[config.mk]
export PLATFORM = sky130hd
export DESIGN_NAME = evmap_table
export DESIGN_NICKNAME = d
export VERILOG_FILES = /design/src/rtl/evmap_pkg.sv /design/src/rtl/evmap_decode.sv /design/src/rtl/evmap_slot.sv /design/src/rtl/evmap_table.sv
export SDC_FILE = /design/constraint.sdc
export NUM_CORES = 1
export LEC_CHECK = 0
export BUFFER_PORTS_ARGS = -buffer_cell sky130_fd_sc_hd__buf_2
export CAP_MARGIN = 15
export CORE_UTILIZATION = 51
export CTS_BUF_LIST = sky130_fd_sc_hd__clkbuf_8
export CTS_CLUSTER_DIAMETER = 50
export DETAILED_ROUTE_END_ITERATION = 8
export PLACE_DENSITY_LB_ADDON = 0.08
export SLEW_MARGIN = 20
export SYNTH_ARGS = -nofsm -noshare
export SYNTH_HDL_FRONTEND = slang
export SYNTH_SLANG_ARGS = --single-unit
export TNS_END_PERCENT = 20
[constraint.sdc]
create_clock -name clk -period 3.9 [get_ports clk]
set_clock_uncertainty 0.1 [all_clocks]
set_input_delay 0 -clock clk [delete_from_list [all_inputs] [get_ports clk]]
set_output_delay 0 -clock clk [all_outputs]
set_load 0.1 [all_outputs]
[src/rtl/evmap_pkg.sv]
// Shared constants for the event binding table: widths and the list of
// supported event identifiers. Assumes a fixed list of five events.
package evmap_pkg;
    localparam int EVT_W   = 20;
    localparam int CTR_W   = 5;
    localparam int NUM_EVT = 5;

    // Return the supported identifier held by slot i.
    function automatic logic [EVT_W-1:0] evt_code(input int i);
        case (i)
            0:       evt_code = 20'h00001;
            1:       evt_code = 20'h00002;
            2:       evt_code = 20'h10019;
            3:       evt_code = 20'h1001B;
            default: evt_code = 20'h10021;
        endcase
    endfunction
endpackage

[src/rtl/evmap_decode.sv]
// Whitelist decoder: gives a one-hot slot vector for a supported identifier
// and all zeros otherwise. Assumes the supported identifiers are distinct.
module evmap_decode
    import evmap_pkg::*;
(
    input  logic [EVT_W-1:0]   evt,
    output logic [NUM_EVT-1:0] slot_oh
);
    // one full-width comparator per supported identifier
    for (genvar i = 0; i < NUM_EVT; i++) begin : g_cmp
        assign slot_oh[i] = (evt == evt_code(i));
    end
endmodule

[src/rtl/evmap_slot.sv]
// One table entry: a valid bit and the bound counter index. Assumes the
// parent never asserts set and clear in the same cycle.
module evmap_slot
    import evmap_pkg::*;
(
    input  logic             clk,
    input  logic             rst_n,
    input  logic             set,
    input  logic [CTR_W-1:0] set_ctr,
    input  logic             clr_en,
    input  logic [CTR_W-1:0] clr_ctr,
    output logic             vld,
    output logic [CTR_W-1:0] ctr
);
    logic clr_hit;
    assign clr_hit = clr_en && vld && (ctr == clr_ctr);

    // entry update: reset clears, set binds, a matching release unbinds
    always_ff @(posedge clk) begin
        if (!rst_n) begin
            vld <= 1'b0;
            ctr <= '0;
        end else if (set) begin
            vld <= 1'b1;
            ctr <= set_ctr;
        end else if (clr_hit) begin
            vld <= 1'b0;
        end
    end


    unbind_chk: assert property (@(posedge clk) disable iff (!rst_n)
        (clr_en && vld && ctr == clr_ctr) |=> !vld);


    set_keeps_ctr_chk: assert property (@(posedge clk) disable iff (!rst_n)
        set |=> (vld && ctr == $past(set_ctr)));
endmodule

[src/rtl/evmap_table.sv]
// Event-to-counter binding table. Selector writes bind, release or are
// rejected. Lookups are combinational against the registered table.
// Assumes 3+NUM_PROG <= 2**CTR_W and one write per cycle.
module evmap_table
    import evmap_pkg::*;
#(
    parameter int NUM_PROG  = 8,
    parameter int FIRST_CTR = 3,
    parameter int SEL_W     = 32
) (
    input  logic             clk,
    input  logic             rst_n,
    input  logic             wr_en,
    input  logic [CTR_W-1:0] wr_ctr,
    input  logic [SEL_W-1:0] wr_val,
    output logic             wr_err,
    output logic             wr_ign,
    input  logic             ev_pulse,
    input  logic [EVT_W-1:0] ev_id,
    output logic             lk_hit,
    output logic             inc_pulse,
    output logic [CTR_W-1:0] inc_ctr
);
    localparam int LAST_P1 = FIRST_CTR + NUM_PROG;
    localparam logic [CTR_W:0] LO_B = CTR_W'(FIRST_CTR);
    localparam logic [CTR_W:0] HI_B = (CTR_W+1)'(LAST_P1);

    logic [NUM_EVT-1:0]            wr_oh, lk_oh, vld_vec, set_vec, lk_vec;
    logic [NUM_EVT-1:0][CTR_W-1:0] slot_ctr;
    logic ctr_ok, sel_zero, known, bound, do_set, do_clr;

    evmap_decode u_wr_dec (.evt(wr_val[EVT_W-1:0]), .slot_oh(wr_oh));
    evmap_decode u_lk_dec (.evt(ev_id),             .slot_oh(lk_oh));

    // classify the incoming selector write
    always_comb begin
        ctr_ok   = ({1'b0, wr_ctr} >= LO_B) && ({1'b0, wr_ctr} < HI_B);
        sel_zero = (wr_val == '0);
        known    = |wr_oh;
        bound    = |(wr_oh & vld_vec);
        wr_err   = wr_en && (!ctr_ok || (!sel_zero && !known));
        wr_ign   = wr_en && ctr_ok && !sel_zero && bound;
        do_set   = wr_en && ctr_ok && !sel_zero && known && !bound;
        do_clr   = wr_en && ctr_ok && sel_zero;
        set_vec  = do_set ? wr_oh : '0;
    end

    for (genvar i = 0; i < NUM_EVT; i++) begin : g_slot
        evmap_slot u_slot (
            .clk(clk), .rst_n(rst_n),
            .set(set_vec[i]), .set_ctr(wr_ctr),
            .clr_en(do_clr), .clr_ctr(wr_ctr),
            .vld(vld_vec[i]), .ctr(slot_ctr[i])
        );
    end

    // lookup: select the bound index of the matching valid slot
    always_comb begin
        lk_vec  = lk_oh & vld_vec;
        lk_hit  = |lk_vec;
        inc_ctr = '0;
        for (int i = 0; i < NUM_EVT; i++) begin
            if (lk_vec[i]) inc_ctr = inc_ctr | slot_ctr[i];
        end
        inc_pulse = ev_pulse && lk_hit;
    end


    err_hold_chk: assert property (@(posedge clk) disable iff (!rst_n)
        wr_err |=> ($stable(vld_vec) && $stable(slot_ctr)));


    ign_hold_chk: assert property (@(posedge clk) disable iff (!rst_n)
        wr_ign |=> ($stable(vld_vec) && $stable(slot_ctr)));


    status_excl_chk: assert property (@(posedge clk) disable iff (!rst_n)
        !(wr_err && wr_ign));


    miss_quiet_chk: assert property (@(posedge clk) disable iff (!rst_n)
        !lk_hit |-> (!inc_pulse && inc_ctr == '0));


    inc_range_chk: assert property (@(posedge clk) disable iff (!rst_n)
        inc_pulse |-> ({1'b0, inc_ctr} >= LO_B && {1'b0, inc_ctr} < HI_B));


    bind_chk: assert property (@(posedge clk) disable iff (!rst_n)
        (wr_en && !wr_err && !wr_ign && wr_val != '0) |=> |(vld_vec & $past(wr_oh)));
endmodule

# [Word level (Yosys, flattened, before mapping)]
# Cells that the tools add are included.
[word_totals] ff_bits=30 elab_cells=83 output_inout_bits=9 input_bits=61
[op_classes] order_cmp=2 bitwise=6 n_eq_ne=15 n_reduce_logical=34 n_mux=16
[op_table] cell="$eq A20 B17 Y1 const B" n=6
[op_table] cell="$eq A20 B1 Y1 const B" n=2
[op_table] cell="$eq A20 B2 Y1 const B" n=2
[op_table] cell="$logic_not A32 Y1" n=1
[op_table] cell="$mux W5" n=6
[op_table] cell="$eq A5 B5 Y1" n=5
[op_table] cell="$logic_and A1 B1 Y1" n=20
[op_table] cell="$or A5 B5 Y5" n=4
[op_table] cell="$reduce_or A5 Y1" n=3
[op_table] cell="$and A5 B5 Y5" n=2
[op_table] cell="$mux W1" n=10
[op_table] cell="$reduce_bool A2 Y1" n=5
[op_table] cell="$ge A5 B2 Y1 const B" n=1
[op_table] cell="$lt A5 B4 Y1 const B" n=1
[op_table] cell="$logic_not A1 Y1" n=4
[op_table] cell="$logic_or A1 B1 Y1" n=1

# [Logic depth before layout (Yosys ltp)]
# Gate-level depths: netlist of the first run.
[depth] word_depth=11 ltp_mapped=7 ltp_nobuf=5

# [Modules after synthesis]
# A second synthesis of the first run with hierarchy kept.
[hier_totals] hier_cells=238 area_unflattened_um2=2109.5
[modules_own_cells] mod="evmap_slot" seq_area_each_um2=120.1 area_per_inst_um2=274.0 n_inst=5 cells_each=26
[modules_own_cells] mod="evmap_table" seq_area_each_um2=0.0 area_per_inst_um2=391.6 n_inst=1 cells_each=70
[modules_own_cells] mod="evmap_decode" seq_area_each_um2=0.0 area_per_inst_um2=173.9 n_inst=2 cells_each=19

# [Least setup slack after synthesis of the first run]
# No wires, ideal clock.
[synth_path] path_type="input port to output port" startpoint="input port ev_id[13]" endpoint="output port inc_pulse" n_path_buf=0 path_slack_ns=0.452 path_stages=5 required_time_ns=3.800 t_arrival_ns=3.348 cell_sequence="nor4_1 nand3_1 nor4b_2 nor4_1 a21boi_0"
[synth_between] elab_chain_cells=4 elab_cells_between_ends=8 classes_between="5 x eq/ne; 1 x bitwise; 2 x reduce/logical"
[synth_rtl] item="start: declaration" line="evmap_table.sv:19" source="input logic [EVT_W-1:0] ev_id,"
[synth_rtl] item="$eq A20 B1 Y1 (tied with other cells)" line="evmap_decode.sv:11" source="assign slot_oh[i] = (evt == evt_code(i));"
[synth_rtl] item="$and A5 B5 Y5 *" line="evmap_table.sv:59" source="lk_vec = lk_oh & vld_vec;"
[synth_rtl] item="$reduce_or A5 Y1 *" line="evmap_table.sv:60" source="lk_hit = |lk_vec;"
[synth_rtl] item="$logic_and A1 B1 Y1 *" line="evmap_table.sv:65" source="inc_pulse = ev_pulse && lk_hit;"
[synth_rtl] item="end: declaration" line="evmap_table.sv:21" source="output logic inc_pulse,"
# Mark *: on every way between the ends. The rest lies on a longest branch, timed or not.

# [Final worst setup path of the first run]
[layout_path] startpoint="register g_slot[3].u_slot.vld" endpoint="output port inc_ctr[0]"
[layout_between] elab_chain_cells=4
[layout_rtl] item="start: declaration" line="evmap_slot.sv:12" source="output logic vld,"
[layout_rtl] item="start signal: assignment" line="evmap_slot.sv:21" source="vld <= 1'b0;"
[layout_rtl] item="start signal: assignment" line="evmap_slot.sv:24" source="vld <= 1'b1;"
[layout_rtl] item="start signal: assignment" line="evmap_slot.sv:27" source="vld <= 1'b0;"
[layout_rtl] item="$and A5 B5 Y5 *" line="evmap_table.sv:59"
[layout_rtl] item="$mux W5 *" line="evmap_table.sv:63" source="if (lk_vec[i]) inc_ctr = inc_ctr | slot_ctr[i];"
[layout_rtl] item="$or A5 B5 Y5" line="evmap_table.sv:63"
[layout_rtl] item="$mux W5 *" line="evmap_table.sv:63"
[layout_rtl] item="end: declaration" line="evmap_table.sv:22" source="output logic [CTR_W-1:0] inc_ctr"
# Marked as above.

==> flow_summary.toml, run 1 <==
[clock_tree]
clock_sink_count = 30
numCtsBuffers = 5
clk_slew_on_worst_s_h_paths_ps = 60
cts_tree = "done"
cts-root-buf = "sky130_fd_sc_hd__clkbuf_8"
cts_hold_buf = 1
cts_setup_buffers = 0
insertion_delay_ps = 280
ctsResizeCount = 0
h-tree-depth = 2
cts_buffer_depth = 2

[global_route]
grt_first_pass_wirelength_mm = 9.211
grt_pass1_vias = 2045
grt_max_degree = 36
total_global_routing_overflow = 0
grt_antenna_before_repair = 0
grt_usage_pct = 28.31

[yosys]
synth_area_leaders = "sky130_fd_sc_hd__dfxtp_1 29%, sky130_fd_sc_hd__nand3_1 8.5%, sky130_fd_sc_hd__a21oi_1 7.6%"
synth_ff_type = "sky130_fd_sc_hd__dfxtp_1"
share_of_synthesized_registers_carrying_an_async_set_or_reset_pct = 0
mappedNetlistArea_um2 = 2049
yosys.cell_count.top_type = "sky130_fd_sc_hd__nand3_1"
yosysWarningCount = 0
synth_area_leader_cell = "sky130_fd_sc_hd__dfxtp_1"
synth-seq-cells = 30
gate_count_of_the_mapped_netlist = 263
synth.net_count = 324
number_of_flops_mapped_to_enable_cells_by_yosys = 0
synth-seq-area-share_pct = 29.30
synthDistinctLibCells = 46
synth.top_cells.by_count = "35 x sky130_fd_sc_hd__nand3_1, 31 x sky130_fd_sc_hd__a21oi_1, 30 x sky130_fd_sc_hd__dfxtp_1"
synth_area_per_cell_um2 = 7.793
synthDominantCellAreaShare_pct = 29.30

[detailed_routing]
detail_route.vias_per_cell = 6.016
finalWirelength_mm = 5.635
drtIter0Drc = 130
drcViolationCount = 0
vias = 2232
route.antenna.remaining_nets = 0
drt-pass1-iter-count = 6
wl_per_cell_um = 15.19

[job]
max_cap_violations = 0

[setup_path]
critPathArrivalTime_ps = 2300
critical-path-max-stage-delay_ps = 700
critPathKind = "flop to primary output"
critical_path.startpoint_type = "flop"
worst-endpoint-required_ps = 3800
cp-end-kind = "primary output"
cp_cell_sequence = "nand3_1 -> nor3_1 -> a22oi_1 -> nand3_1 -> buf_2"
timing.critical_path.mode_cell = "sky130_fd_sc_hd__nand3_1"
cp.buffers_inverters = 1
slowest_stage_cell_cp = "sky130_fd_sc_hd__nor3_1"
path_delay_family = "simple AND/OR/NAND/NOR gates"
highest_net_fanout_along_the_worst_path = 6

[sta]
max_clock_freq_ghz = 0.4171
finalHoldViolCount = 0
setup_repair_after_global_routing_missed_its_margin = "false"
tightestPinTransition_ps = 1067
setup_violations = 0
setup-tns-final_ps = 0
final_max_slew_viol_count = 0
timing.final.crit_period_ps = 2398
relSlewSlack_pct = 27.89
min_period_over_period_pct = 61.48

[cells_and_area]
final_layout_size_suffix_gt1_share_pct = 26.63
filler_cell_count = 347
multi_input_comb_area_um2 = 1346
antenna-diode-count = 0
area_growth_pct = 20.76
register_area_um2 = 600.6
final_nets = 385

[floorplanning]
die_height_um = 65.39
die_w_um = 65.39
row_count = 22
initial_core_utilization_pct = 54.75
count_of_pins_on_the_block_boundary = 70
area_of_the_die_um2 = 4276
core-area_um2 = 3744

[power]
power.share.switching_pct = 25.02
p_total_mw = 0.6425
power.share.combinational_pct = 13.8
clockPowerShare_pct = 38.5
cellInternalPower_mw = 0.4818
total_switching_power_mw = 0.1607
share_seq_of_total_power_pct = 47.7
ir_worst_vdd_v = 0.0001867
power.density_cell_area_nw_per_um2 = 259.6
power.leakage_nw = 0.8762

[worst_hold_path]
hp-class = "input pin to flop"

[placement]
io_buffers = 69
place_hpwl_mm = 4.203
globalplace.congestion = 0.8826

[outcome]
outcome = "finished clean"
cell usage in the layout, fill, tap and decap left out, types with 6 or more instances in the layout:
cell	n
sky130_fd_sc_hd__buf_2	69
sky130_fd_sc_hd__nand3_1	35
sky130_fd_sc_hd__a21oi_1	31
sky130_fd_sc_hd__dfxtp_1	30
sky130_fd_sc_hd__o21ai_0	17
sky130_fd_sc_hd__nand2_1	16
sky130_fd_sc_hd__xnor2_1	16
sky130_fd_sc_hd__nor3_1	11
sky130_fd_sc_hd__a22oi_1	10
sky130_fd_sc_hd__xor2_1	10
sky130_fd_sc_hd__nor4_1	8
sky130_fd_sc_hd__nor2_1	6
sky130_fd_sc_hd__clkbuf_8	6
power by group through the flow:
stage          logic (mW)  clock network [mW]  registers, mW
6_report           0.0886               0.248          0.306
5_1_grt            0.0975               0.264          0.306
4_1_cts            0.0885               0.251          0.306
3_5_place_dp       0.0877                   0          0.313
3_3_place_gp       0.0861                   0          0.313
2_1_floorplan      0.0451                   0          0.313
final cells by class:
class	count	share of cell area, %
Sequential cell	30	24.27
Clock buffer	6	3.337
Multi-Input combinational cell	211	54.40
Inverter	4	0.6067
Timing Repair Buffer	72	14.96
Tap cell	48	2.427
metrics by stage:
step	setup slack [ps]	instance area, µm²	hold WS [ps]	util [%]	std cells
6_report	1502	2475	15.23	66.11	371
5_1_grt	1333	2475	23.88	66.11	371
4_1_cts	1529	2475	6.148	66.11	371
3_5_place_dp	1529	2382	203.8	63.64	364
3_3_place_gp	1543	2382	197.2	63.64	364
2_1_floorplan	452.3	2049	23.15	-	263
logic make-up (layout without fill, tap and decap cells):
kind of cell	count (synthesis)	count (layout)	share of synthesized area (%)
AO/OA/AOI/OAI	76	76	22.28
XOR/XNOR	26	26	11.11
flip-flops	30	30	29.30
AND/OR/NAND/NOR	109	109	32.30
buffers and inverters	22	82	5.005
registers in the layout, summed over array words and instances, names as in the netlist:
register / count
g_slot.u_slot.vld: 5
g_slot.u_slot.ctr: 25
worst paths after layout:
| check | from | endpoint | cells past startpoint | slack (ps) |
|---|---|---|---|---|
| worst min-delay path | wr_ctr[2] | g_slot[4].u_slot.ctr[2] | 3 | 20 |
| worst min register to register | g_slot[2].u_slot.ctr[4] | g_slot[2].u_slot.ctr[4] | 2 | 360 |
| worst max register to register | g_slot[4].u_slot.vld | g_slot[4].u_slot.vld | 3 | 1990 |
| worst max-delay path | g_slot[3].u_slot.vld | inc_ctr[0] | 5 | 1500 |
metal layers:
metal | track usage [%] | up-vias | part of all wire, %
met2 | 50.39 | 91 | 49
met1 | 33.90 | 1024 | 42
met5 | 0 | - | 0
li1 | - | 1109 | -
met4 | 8.424 | 0 | 1.3
met3 | 5.729 | 8 | 7.5
tightest hold or removal path: cells and delay by family:
kind / cells / cell delay (ps)
buffers and inverters: 1 / 190
AND/OR/NAND/NOR: 1 / 100
AO/OA/AOI/OAI: 1 / 60
Note: power is estimated with default switching activity, not from simulation.
==> run 2, diff against run 1 <==
clock period = 2.4 ns   (was 3.9 ns; I/O delays follow)
==> flow_summary.toml, run 2 (synthesized netlist as in run 1, its figures left out) <==
[outcome]
outcome = "finished clean"

[clock_tree]
cts_setup_buffers = 0
clock_sink_count = 30
ctsResizeCount = 0
insertion_delay_ps = 300
cts-root-buf = "sky130_fd_sc_hd__clkbuf_8"
clk_slew_on_worst_s_h_paths_ps = 70
cts_buffer_depth = 2
cts_hold_buf = 5
cts_tree = "done"
h-tree-depth = 2
numCtsBuffers = 5

[cells_and_area]
commonest_non_fill_non_tap_cell_in_the_layout = "sky130_fd_sc_hd__buf_2"
filler_cell_count = 321
final-instance-count-excl-fill = 382
layout.cells.most_common_list = "61 x sky130_fd_sc_hd__buf_2, 35 x sky130_fd_sc_hd__nand3_1, 31 x sky130_fd_sc_hd__a21oi_1"
postLayoutCoreUtil_pct = 72.33
final_nets = 394
largest_register_ff_count = 25
top_register = "g_slot.u_slot.ctr"
area_growth_pct = 32.11
final_layout_size_suffix_gt1_share_pct = 28.44
biggestRegsByFlops = "g_slot.u_slot.ctr: 25 flops, g_slot.u_slot.vld: 5 flops"
antenna-diode-count = 0

[sta]
setup-tns-final_ps = 0
finalHoldViolCount = 0
worst_slack_ps = 253.8
setup_violations = 0
tightestPinTransition_ps = 828.3
final_max_slew_viol_count = 0
min_period_over_period_pct = 89.42
relSlewSlack_pct = 44.72
timing.final.crit_period_ps = 2146
max_clock_freq_ghz = 0.4659
setup_repair_after_global_routing_missed_its_margin = "false"

[setup_path]
critPathKind = "input pin to primary output"
cp-end-kind = "primary output"
worst-endpoint-required_ps = 2300
highest_net_fanout_along_the_worst_path = 21
critPathArrivalTime_ps = 2050
internal_reg_to_reg_setup_slack_ps = 790
critical_path.startpoint_type = "input pin"

[power]
total_switching_power_mw = 0.2962
cellInternalPower_mw = 0.7966
power.leakage_nw = 0.9477
share_seq_of_total_power_pct = 45.5
power.density_cell_area_nw_per_um2 = 403.6
power.share.combinational_pct = 13.7
clockPowerShare_pct = 40.8
power.share.switching_pct = 27.11
ir_worst_vdd_v = 0.0003621

[detailed_routing]
drtIter0Drc = 183
drt-pass1-iter-count = 4
detail_route.vias_per_cell = 5.987
drcViolationCount = 0
route.antenna.remaining_nets = 0
vias = 2287
finalWirelength_mm = 6.004
wl_per_cell_um = 15.72

[floorplanning]
initial_core_utilization_pct = 54.75
core-area_um2 = 3744
count_of_pins_on_the_block_boundary = 70
row_count = 22
area_of_the_die_um2 = 4276
die_height_um = 65.39
die_w_um = 65.39

[global_route]
grt_first_pass_wirelength_mm = 9.922
total_global_routing_overflow = 0
grt_pass1_vias = 2161
grt_usage_pct = 30.46
grt_antenna_before_repair = 0
grt_max_degree = 36

[placement]
detailedPlace.worstSlack_ps = 260.5
io_buffers = 69
dp.cells = 369
place_hpwl_mm = 4.390
globalplace.congestion = 0.8989

[job]
max_cap_violations = 0

[worst_hold_path]
hp-class = "input pin to flop"
==> run 2: area by class of cell <==
| type | instances | area (µm²) | area share [%] |
|---|---|---|---|
| repair buffers | 81 | 580.6 | 21.44 |
| multi-input cells | 211 | 1356 | 50.09 |
| flip-flops and latches | 30 | 600.6 | 22.18 |
| well taps | 48 | 60.06 | 2.218 |
| inverters | 4 | 15.01 | 0.5545 |
| clock buffers | 6 | 82.58 | 3.050 |
| clock inverters | 2 | 12.51 | 0.4621 |
==> run 2: worst paths after layout <==
kind                      startpoint                      end  cells past startpoint
max                        wr_ctr[1]                   wr_ign                      8
min                        wr_val[1]  g_slot[0].u_slot.ctr[4]                      3
max reg2reg     g_slot[4].u_slot.vld  g_slot[4].u_slot.ctr[3]                      3
min reg2reg  g_slot[4].u_slot.ctr[4]  g_slot[4].u_slot.ctr[4]                      2
==> run 2: worst max-delay path, stage by stage <==
cell                            delay, ps
sky130_fd_sc_hd__dlygate4sd3_1        530
sky130_fd_sc_hd__buf_2                280
sky130_fd_sc_hd__a21oi_1              130
sky130_fd_sc_hd__xnor2_1              240
sky130_fd_sc_hd__nand4_1              140
sky130_fd_sc_hd__buf_4                230
sky130_fd_sc_hd__a221oi_2             270
sky130_fd_sc_hd__buf_12               220
==> run 2: routing by layer <==
metal	up-vias	track usage, %	share of wire (%)
met5	-	0	0
met4	0	11.68	1.9
met3	12	7.639	8.6
met2	115	49.36	47
met1	1033	38.57	42
li1	1127	-	-
==> run 2: power groups by stage <==
| stage | logic [mW] | registers, mW | clock network [mW] |
|---|---|---|---|
| detailed placement | 0.142 | 0.509 | 0 |
| finish | 0.150 | 0.498 | 0.445 |
| global route | 0.164 | 0.497 | 0.473 |
| global placement | 0.139 | 0.509 | 0 |
| CTS | 0.149 | 0.498 | 0.448 |
| floorplan | 0.0734 | 0.509 | 0 |
==> run 2: stage by stage <==
stage	hold slack, ps	power [mW]	instance area [µm²]
6_report	126.0	1.093	2708
5_1_grt	177.0	1.134	2708
4_1_cts	121.0	1.094	2708
3_5_place_dp	196.1	0.6506	2562
3_3_place_gp	190.5	0.6477	2562
2_1_floorplan	23.15	0.5823	2059
==> run 3, diff against run 2 <==
CORE_UTILIZATION = 50   (was 51)
CTS_BUF_LIST = default   (was sky130_fd_sc_hd__clkbuf_8)
==> flow_summary.toml, run 3 (synthesized netlist as in run 1, its figures left out) <==
[cells_and_area]
final_nets = 391
top_register = "g_slot.u_slot.ctr"
layout.cells.most_common_list = "61 x sky130_fd_sc_hd__buf_2, 35 x sky130_fd_sc_hd__nand3_1, 31 x sky130_fd_sc_hd__a21oi_1"
largest_register_ff_count = 25
final_layout_size_suffix_gt1_share_pct = 29.00
antenna-diode-count = 0
final-instance-count-excl-fill = 379
filler_cell_count = 318
commonest_non_fill_non_tap_cell_in_the_layout = "sky130_fd_sc_hd__buf_2"
biggestRegsByFlops = "g_slot.u_slot.ctr: 25 flops, g_slot.u_slot.vld: 5 flops"
area_growth_pct = 31.20

[clock_tree]
clk_slew_on_worst_s_h_paths_ps = 70
clock_sink_count = 30
cts_tree = "done"
insertion_delay_ps = 280
ctsResizeCount = 0
numCtsBuffers = 5
cts_buffer_depth = 2
cts-root-buf = "sky130_fd_sc_hd__clkbuf_8"
h-tree-depth = 2

[floorplanning]
die_height_um = 66.02
area_of_the_die_um2 = 4359
die_w_um = 66.02
core-area_um2 = 3799
initial_core_utilization_pct = 53.95
row_count = 22
count_of_pins_on_the_block_boundary = 70

[global_route]
grt_usage_pct = 28.51
total_global_routing_overflow = 0
grt_first_pass_wirelength_mm = 9.453
grt_antenna_before_repair = 0
grt_pass1_vias = 2014
grt_max_degree = 36

[detailed_routing]
route.antenna.remaining_nets = 0
drcViolationCount = 0
wl_per_cell_um = 15.78
finalWirelength_mm = 5.979
vias = 2345
drtIter0Drc = 199
detail_route.vias_per_cell = 6.187
drt-pass1-iter-count = 5

[power]
power.density_cell_area_nw_per_um2 = 424.6
power.leakage_nw = 0.9471
ir_worst_vdd_v = 0.0002922

[setup_path]
critPathArrivalTime_ps = 2070
rr_worst_depth = 3
worst-endpoint-required_ps = 2300
critical_path.startpoint_type = "flop"
highest_net_fanout_along_the_worst_path = 6
critPathKind = "flop to primary output"
cp-end-kind = "primary output"

[sta]
finalHoldViolCount = 0
setup_repair_after_global_routing_missed_its_margin = "false"
worst_slack_ps = 228.5
tightestPinTransition_ps = 836.3
max_clock_freq_ghz = 0.4605
timing.final.crit_period_ps = 2171
relSlewSlack_pct = 44.19
min_period_over_period_pct = 90.48
setup_violations = 0
final_max_slew_viol_count = 0

[worst_hold_path]
hp-class = "input pin to flop"
whs_path_depth = 3

[placement]
io_buffers = 69
detailedPlace.worstSlack_ps = 490.8
dp.cells = 370
place_hpwl_mm = 4.312
globalplace.congestion = 0.9022

[job]
max_cap_violations = 0

[outcome]
outcome = "finished clean"
run 3: final timing paths:
| path | slack (ps) | startpoint | endpoint |
|---|---|---|---|
| hold reg to reg | 360 | g_slot[1].u_slot.ctr[4] | g_slot[1].u_slot.ctr[4] |
| hold / removal | 10 | wr_ctr[1] | g_slot[2].u_slot.ctr[1] |
| setup / recovery | 230 | g_slot[4].u_slot.vld | inc_ctr[4] |
| setup reg to reg | 780 | g_slot[4].u_slot.vld | g_slot[4].u_slot.ctr[2] |
run 3: layer usage:
metal / global-route usage (%) / vias up / wire (µm)
li1: - / 1121 / -
met1: 35.65 / 1082 / 2568
met2: 48.47 / 129 / 2813
met3: 5.172 / 13 / 498
met4: 10.37 / 0 / 99
met5: 0 / - / 0
run 3: timing repair:
item / 4_1_cts / 5_1_grt
endpoints found under the hold margin: 5 / 0
buffers inserted: 0 / 0
hold buffers: 1 / 0
run 3: critical path, cell delays in order (launching register included):
cell and delay [ps]:
sky130_fd_sc_hd__dfxtp_1 440, sky130_fd_sc_hd__nor4bb_1 240, sky130_fd_sc_hd__nand3_1 110, sky130_fd_sc_hd__nor2_1 460
sky130_fd_sc_hd__a22oi_1 150, sky130_fd_sc_hd__nand3_1 200, sky130_fd_sc_hd__buf_12 190
run 3: power by group:
group / internal [mW] / switching (mW)
registers: 0.498 / 0.0000000992
clock network: 0.305 / 0.192
logic: 0.0646 / 0.0820
total: 0.867 / 0.274
run 3: cell type report:
cell class / count / area, µm² / area share [%]
Multi-Input combinational cell: 211 / 1356 / 50.44
Tap cell: 48 / 60.06 / 2.234
Inverter: 4 / 15.01 / 0.5584
Sequential cell: 30 / 600.6 / 22.34
Timing Repair Buffer: 78 / 548.0 / 20.38
Clock inverter: 3 / 40.04 / 1.489
Clock buffer: 5 / 68.82 / 2.559
run 3: per-stage QoR:
stage	instance area (µm²)	TNS (ps)	util [%]	hold WS [ps]	power, mW
2_1_floorplan	2059	-95.13	-	23.15	0.5823
3_3_place_gp	2570	0	67.65	204.6	0.6496
3_5_place_dp	2570	0	67.65	209.1	0.6516
4_1_cts	2689	0	70.78	2.502	1.143
5_1_grt	2689	0	70.78	20.64	1.178
6_report	2689	0	70.78	13.02	1.142
